## config.mk

```make
export PLATFORM = sky130hd
export DESIGN_NAME = tw_mem_target
export DESIGN_NICKNAME = d
export VERILOG_FILES = /design/src/rtl/tw_pkg.sv /design/src/rtl/tw_glitch_filter.sv /design/src/rtl/tw_line_events.sv /design/src/rtl/tw_mem_target.sv
export SDC_FILE = /design/constraint.sdc
export NUM_CORES = 1
export LEC_CHECK = 0
export CAP_MARGIN = 20
export CORE_MARGIN = 10
export CORE_UTILIZATION = 55
export DETAILED_ROUTE_END_ITERATION = 8
export GPL_TIMING_DRIVEN = 0
export PLACE_DENSITY = 0.8
export SETUP_SLACK_MARGIN = 0.05
export SLEW_MARGIN = 20
export SYNTH_ARGS = -nofsm -noshare
export SYNTH_HDL_FRONTEND = slang
export SYNTH_SLANG_ARGS = --single-unit
export TNS_END_PERCENT = 1
```

## constraint.sdc

```tcl
create_clock -name clk -period 4.8 [get_ports clk]
set_input_delay 1.44 -clock clk [delete_from_list [all_inputs] [get_ports clk]]
set_output_delay 1.44 -clock clk [all_outputs]
set_load 0.1 [all_outputs]
```

## src/rtl/tw_pkg.sv

```systemverilog
`timescale 1ns/1ps
package tw_pkg;
    localparam logic [3:0] DEV_NIBBLE = 4'b1010;
    localparam int         BYTE_BITS  = 8;
    localparam int         DEV_HI_W   = 3;
    localparam int         CNT_W      = $clog2(BYTE_BITS + 1);

    typedef enum logic [3:0] {
        ST_IDLE,
        ST_DEV,
        ST_DEV_ACK,
        ST_WADDR,
        ST_WADDR_ACK,
        ST_WDATA,
        ST_WDATA_ACK,
        ST_RDATA,
        ST_RD_ACK,
        ST_RD_NEXT,
        ST_WAIT_STOP
    } tw_state_e;
endpackage

```

## src/rtl/tw_glitch_filter.sv

```systemverilog
`timescale 1ns/1ps
// Synchronizer plus sliding-window majority vote, one per line.
module tw_glitch_filter #(
    parameter int LINES       = 2,
    parameter int SYNC_STAGES = 2,
    parameter int WIN         = 3
) (
    input  logic             clk,
    input  logic             rst_n,
    input  logic [LINES-1:0] raw,
    output logic [LINES-1:0] clean
);
    localparam int CW = $clog2(WIN + 1);

    genvar g;
    generate
        for (g = 0; g < LINES; g++) begin : g_line
            logic [SYNC_STAGES-1:0] sync_q;
            logic [WIN-1:0]         win_q;
            logic [CW-1:0]          ones;
            logic                   vote_q;

            always_comb begin
                ones = '0;
                for (int i = 0; i < WIN; i++) begin
                    ones = ones + CW'(win_q[i]);
                end
            end

            always_ff @(posedge clk or negedge rst_n) begin
                if (!rst_n) begin
                    sync_q <= '1;
                    win_q  <= '1;
                    vote_q <= 1'b1;
                end else begin
                    sync_q <= {sync_q[SYNC_STAGES-2:0], raw[g]};
                    win_q  <= {win_q[WIN-2:0], sync_q[SYNC_STAGES-1]};
                    vote_q <= (ones > CW'(WIN / 2));
                end
            end

            assign clean[g] = vote_q;
        end
    endgenerate
endmodule

```

## src/rtl/tw_line_events.sv

```systemverilog
`timescale 1ns/1ps
// Edge and bus-condition detection on the filtered lines.
module tw_line_events (
    input  logic clk,
    input  logic rst_n,
    input  logic scl_f,
    input  logic sda_f,
    output logic scl_rise,
    output logic scl_fall,
    output logic bus_start,
    output logic bus_stop
);
    logic scl_q, sda_q;

    always_ff @(posedge clk or negedge rst_n) begin
        if (!rst_n) begin
            scl_q <= 1'b1;
            sda_q <= 1'b1;
        end else begin
            scl_q <= scl_f;
            sda_q <= sda_f;
        end
    end

    assign scl_rise  = scl_f & ~scl_q;
    assign scl_fall  = ~scl_f & scl_q;
    assign bus_start = scl_f & scl_q & sda_q & ~sda_f;
    assign bus_stop  = scl_f & scl_q & ~sda_q & sda_f;
endmodule

```

## src/rtl/tw_mem_target.sv

```systemverilog
`timescale 1ns/1ps
module tw_mem_target
    import tw_pkg::*;
#(
    parameter int ADDR_W      = 11,
    parameter int SYNC_STAGES = 2,
    parameter int FILTER_WIN  = 3
) (
    input  logic              clk,
    input  logic              rst_n,
    input  logic              scl_in,
    input  logic              sda_in,
    input  logic              busy_in,
    input  logic [7:0]        rd_data,
    output logic              sda_drive_low,
    output logic              addr_set,
    output logic [ADDR_W-1:0] word_addr,
    output logic              wr_strobe,
    output logic [7:0]        wr_data,
    output logic              rd_req,
    output logic              stop_evt
);
    logic [1:0] clean;
    logic       scl_f, sda_f;
    logic       scl_rise, scl_fall, ev_start, ev_stop;

    tw_glitch_filter #(
        .LINES      (2),
        .SYNC_STAGES(SYNC_STAGES),
        .WIN        (FILTER_WIN)
    ) u_filter (
        .clk  (clk),
        .rst_n(rst_n),
        .raw  ({scl_in, sda_in}),
        .clean(clean)
    );
    assign scl_f = clean[1];
    assign sda_f = clean[0];

    tw_line_events u_events (
        .clk      (clk),
        .rst_n    (rst_n),
        .scl_f    (scl_f),
        .sda_f    (sda_f),
        .scl_rise (scl_rise),
        .scl_fall (scl_fall),
        .bus_start(ev_start),
        .bus_stop (ev_stop)
    );

    tw_state_e                st, nxt;
    logic [7:0]               sh;
    logic [CNT_W-1:0]         cnt;
    logic                     rw_q;
    logic [DEV_HI_W-1:0]      hi_q;
    logic [DEV_HI_W+7:0]      full_addr;
    logic                     byte_done;
    logic                     dev_ok;

    assign byte_done = scl_fall && (cnt == CNT_W'(BYTE_BITS));
    assign dev_ok    = (sh[7:4] == DEV_NIBBLE) && !busy_in;
    assign full_addr = {hi_q, sh};

    // Next-state selection
    always_comb begin
        nxt = st;
        if (ev_stop) begin
            nxt = ST_IDLE;
        end else if (ev_start) begin
            nxt = ST_DEV;
        end else begin
            unique case (st)
                ST_IDLE:      nxt = ST_IDLE;
                ST_DEV:       if (byte_done) nxt = dev_ok ? ST_DEV_ACK : ST_IDLE;
                ST_DEV_ACK:   if (scl_fall)  nxt = rw_q ? ST_RDATA : ST_WADDR;
                ST_WADDR:     if (byte_done) nxt = ST_WADDR_ACK;
                ST_WADDR_ACK: if (scl_fall)  nxt = ST_WDATA;
                ST_WDATA:     if (byte_done) nxt = ST_WDATA_ACK;
                ST_WDATA_ACK: if (scl_fall)  nxt = ST_WDATA;
                ST_RDATA:     if (byte_done) nxt = ST_RD_ACK;
                ST_RD_ACK:    if (scl_rise)  nxt = sda_f ? ST_WAIT_STOP : ST_RD_NEXT;
                ST_RD_NEXT:   if (scl_fall)  nxt = ST_RDATA;
                ST_WAIT_STOP: nxt = ST_WAIT_STOP;
                default:      nxt = ST_IDLE;
            endcase
        end
    end

    // State register
    always_ff @(posedge clk or negedge rst_n) begin
        if (!rst_n) st <= ST_IDLE;
        else        st <= nxt;
    end

    // Shift path, drive and backend events
    always_ff @(posedge clk or negedge rst_n) begin
        if (!rst_n) begin
            sh            <= '0;
            cnt           <= '0;
            rw_q          <= 1'b0;
            hi_q          <= '0;
            sda_drive_low <= 1'b0;
            addr_set      <= 1'b0;
            word_addr     <= '0;
            wr_strobe     <= 1'b0;
            wr_data       <= '0;
            rd_req        <= 1'b0;
            stop_evt      <= 1'b0;
        end else begin
            addr_set  <= 1'b0;
            wr_strobe <= 1'b0;
            rd_req    <= 1'b0;
            stop_evt  <= 1'b0;
            if (ev_stop) begin
                sda_drive_low <= 1'b0;
                stop_evt      <= 1'b1;
            end else if (ev_start) begin
                sda_drive_low <= 1'b0;
                cnt           <= '0;
            end else begin
                case (st)
                    ST_DEV, ST_WADDR, ST_WDATA: begin
                        if (scl_rise) begin
                            sh  <= {sh[6:0], sda_f};
                            cnt <= cnt + CNT_W'(1);
                        end
                        if (byte_done) begin
                            cnt <= '0;
                            if (st == ST_DEV) begin
                                if (dev_ok) begin
                                    sda_drive_low <= 1'b1;
                                    rw_q          <= sh[0];
                                    hi_q          <= sh[3:1];
                                    rd_req        <= sh[0];
                                end
                            end else if (st == ST_WADDR) begin
                                sda_drive_low <= 1'b1;
                                addr_set      <= 1'b1;
                                word_addr     <= full_addr[ADDR_W-1:0];
                            end else begin
                                sda_drive_low <= 1'b1;
                                wr_strobe     <= 1'b1;
                                wr_data       <= sh;
                            end
                        end
                    end
                    ST_DEV_ACK, ST_WADDR_ACK, ST_WDATA_ACK: begin
                        if (scl_fall) begin
                            if (st == ST_DEV_ACK && rw_q) begin
                                sh            <= rd_data;
                                sda_drive_low <= ~rd_data[7];
                                cnt           <= '0;
                            end else begin
                                sda_drive_low <= 1'b0;
                            end
                        end
                    end
                    ST_RDATA: begin
                        if (scl_rise) cnt <= cnt + CNT_W'(1);
                        if (scl_fall) begin
                            if (cnt == CNT_W'(BYTE_BITS)) begin
                                sda_drive_low <= 1'b0;
                            end else begin
                                sh            <= {sh[6:0], 1'b0};
                                sda_drive_low <= ~sh[6];
                            end
                        end
                    end
                    ST_RD_ACK: begin
                        if (scl_rise && !sda_f) rd_req <= 1'b1;
                    end
                    ST_RD_NEXT: begin
                        if (scl_fall) begin
                            sh            <= rd_data;
                            sda_drive_low <= ~rd_data[7];
                            cnt           <= '0;
                        end
                    end
                    default: ;
                endcase
            end
        end
    end
endmodule

```

==> flow_metrics.py <==
metrics = {
    "place": {
        "gp_congestion": 0.869,
        "post-place-cells": 336,
        "dp_hpwl_um": 4030,
        "io_buffer_count": 36,
    },
    "routing": {
        "drc": 0,
        "num_vias": 1995,
        "drt-pass1-iter-count": 5,
        "ant_nets": 0,
        "wl_per_cell_um": 16.9,
        "wl_um": 5940,
        "drt-vias-per-instance": 5.67,
        "drt_iter0_drc": 108,
    },
    "hold_path": {
        "hold_class": "flip-flop to flip-flop",
    },
    "synth": {
        "synth_nets": 250,
        "async_flop_share": 1.00,
        "synth_compound_area_frac": 0.157,
        "synth_simple_gate_area_frac": 0.132,
        "synth_top_area_frac": 0.399,
        "synthesis.area_mm2": 0.00276,
        "yosysMostFrequentCell": "dfrtp_1",
        "ys_ff_latch": 58,
        "synthMuxAreaShare": 0.119,
        "synth_cell_type_count": 55,
        "syn_inst": 233,
        "synth_area_per_cell_um2": 11.8,
        "synth-main-ff-cell": "dfrtp_1",
        "synth_xor_area_frac": 0.00635,
        "synth_top_family_by_area": "compound AO/OA/AOI/OAI gates",
        "synth_edf_count": 0,
        "ys_seq_area_frac": 0.533,
        "synth_commonest_cells": "44 x dfrtp_1, 19 x mux2_2, 17 x nor2_1",
        "synth_area_leaders": "dfrtp_1 40%, dfstp_2 13%, mux2_2 7.8%, mux2i_1 2.5%, a21oi_1 2.4%",
        "ys_warn_count": 0,
        "synth_area_leader_cell": "dfrtp_1",
        "synth-adder-area-share": 0.0182,
    },
    "layout": {
        "multi_input_area_mm2": 0.00119,
        "register_area_mm2": 0.00147,
        "drive_gt1_frac": 0.260,
        "area_delta_synth_final_pct": 23.5,
        "layout.nets": 297,
        "antennaDiodeCount": 0,
        "fin_cells": 352,
        "fillerInstances": 331,
    },
    "timing": {
        "max_slew_margin": 0.335,
        "fmaxAchievable_ghz": 0.305,
        "setup_viol": 0,
        "worst_pin_slew_ns": 0.995,
        "timing.final.crit_share": 0.683,
        "grt_setup_unrepaired": "no",
        "post-route-min-period_ns": 3.28,
        "fin_setup_tns_ns": 0,
        "hold_viol_final": 0,
        "finClkSkew_ns": 0.00935,
        "slew_violations": 0,
    },
    "worst_setup_path": {
        "max_stage_delay_ns": 1.14,
        "crit_family": "buffers and inverters",
        "crit_chain": "clkdlybuf4s50_1",
        "path_buf_inv": 1,
        "critPathCaptureType": "output pin",
        "crit_arrival_ns": 1.84,
        "cp_slowest_cell": "clkdlybuf4s50_1",
        "cp_max_fo": 2,
        "cp.required_ns": 3.36,
        "worst-setup-path-type": "flip-flop to output pin",
        "start_kind": "flip-flop",
    },
    "clocking": {
        "clkSinkCount": 58,
        "cts_buffer_depth": 2,
        "root_buffer": "clkbuf_8",
        "h-tree-depth": 3,
        "cts_inserted_buffers": 9,
        "cts_resized": 0,
        "clk_pin_slew_ns": 0.06,
        "clk_latency_ns": 0.33,
        "cts_hold_buf": 0,
        "cts_tree": "built",
        "cts_setup_buffers": 0,
    },
    "floorplan": {
        "fp.coreArea_mm2": 0.00479,
        "die_area_mm2": 0.00824,
        "start_util": 0.576,
        "io-pin-count": 37,
        "rows": 25,
        "die_x_um": 90.8,
        "dieHeight_um": 90.8,
    },
    "global_routing": {
        "grt_max_degree": 59,
        "grt_pass1_vias": 1967,
        "antenna_found_initial": 0,
        "overflow": 0,
        "grt_pass1_wl_um": 9710,
        "grt_use_total": 0.144,
    },
    "power": {
        "p_leak_nw": 1.47,
        "powerDensity_mw_per_mm2": 511,
        "vdd_drop_max_mv": 0.368,
    },
    "flow_run": {
        "cap_violations": 0,
    },
    "status": {
        "status": "finished, final reports clean",
    },
}
[layer usage]
metal / up-vias / part of all wire / global-route usage
met2: 57 / 0.49 / 0.227
li1: 947 / - / -
met5: - / 0 / 0
met3: 5 / 0.069 / 0.0590
met1: 986 / 0.43 / 0.176
met4: 0 / 0.0067 / 0.0418
[metrics by stage]
| stage | setup WS, ns | utilization | cell area, um^2 | hold slack (ns) | total power, mW |
|---|---|---|---|---|---|
| 2_1_floorplan | 2.24 | - | 2760 | 0.345 | 1.13 |
| 3_3_place_gp | 0.534 | 0.669 | 3200 | 0.346 | 1.27 |
| 3_5_place_dp | 1.72 | 0.668 | 3200 | 0.349 | 1.28 |
| 4_1_cts | 1.50 | 0.711 | 3400 | 0.359 | 1.75 |
| 5_1_grt | 1.48 | 0.711 | 3400 | 0.364 | 1.84 |
| 6_report | 1.52 | 0.711 | 3400 | 0.357 | 1.74 |
[flip-flops by register name, summed over array words and instances (netlist names), 3 cells and up]
signal and flops:
word_addr 11, st 4, u_filter.g_line.win_q 6, hi_q 3
u_filter.g_line.sync_q 4, cnt 4, sh 8, wr_data 8
[kinds of logic after synthesis]
logic type / count (synthesis)
compound gates: 59
fa+ha+maj: 4
simple gates: 64
mux: 29
buf+inv: 17
xor+xnor: 2
flops: 58
[layout make-up]
cell class                      count  area share
Buffer                             12      0.0228
Clock buffer                       12      0.0456
Clock inverter                      4      0.0151
Inverter                            5     0.00551
Multi-Input combinational cell    158       0.350
Sequential cell                    58       0.431
Tap cell                           67      0.0246
Timing Repair Buffer               36       0.105
[cells in the final DEF (no fill, tap or decap), types with 3 or more instances in the layout]
master / count
inv_1: 5
a21oi_2: 3
buf_2: 8
o21a_1: 3
ha_1: 4
a32oi_1: 3
nand3_1: 3
buf_6: 3
mux2_2: 19
dfrtp_1: 44
a21oi_1: 13
nand2_1: 12
nand2b_1: 8
a21o_1: 4
clkbuf_8: 11
clkdlybuf4s50_1: 35
dfstp_2: 14
mux2_4: 3
nor2_1: 17
o22ai_1: 6
o21ai_0: 10
nor3_1: 3
mux2i_1: 7
[final timing paths]
check / start / end / slack (ns) / depth (start not counted)
max in group asynchronous: rst_n / st[1] / 3.17 / 1
min in group asynchronous: rst_n / cnt[2] / 1.15 / 1
worst max-delay path: word_addr[8] / word_addr[8] / 1.52 / 1
worst max register to register: cnt[0] / wr_data[6] / 2.54 / 6
worst min register to register: u_filter.g_line[1].sync_q[0] / u_filter.g_line[1].sync_q[1] / 0.36 / 0
worst min-delay path: u_filter.g_line[1].sync_q[0] / u_filter.g_line[1].sync_q[1] / 0.36 / 0
[where the power goes]
group / leakage [nW] / internal, mW / switching [mW]
Clock: 0.103 / 0.268 / 0.187
Sequential: 0.723 / 0.562 / 0.0682
Combinational: 0.644 / 0.264 / 0.391
(Power assumes the default switching activity.)
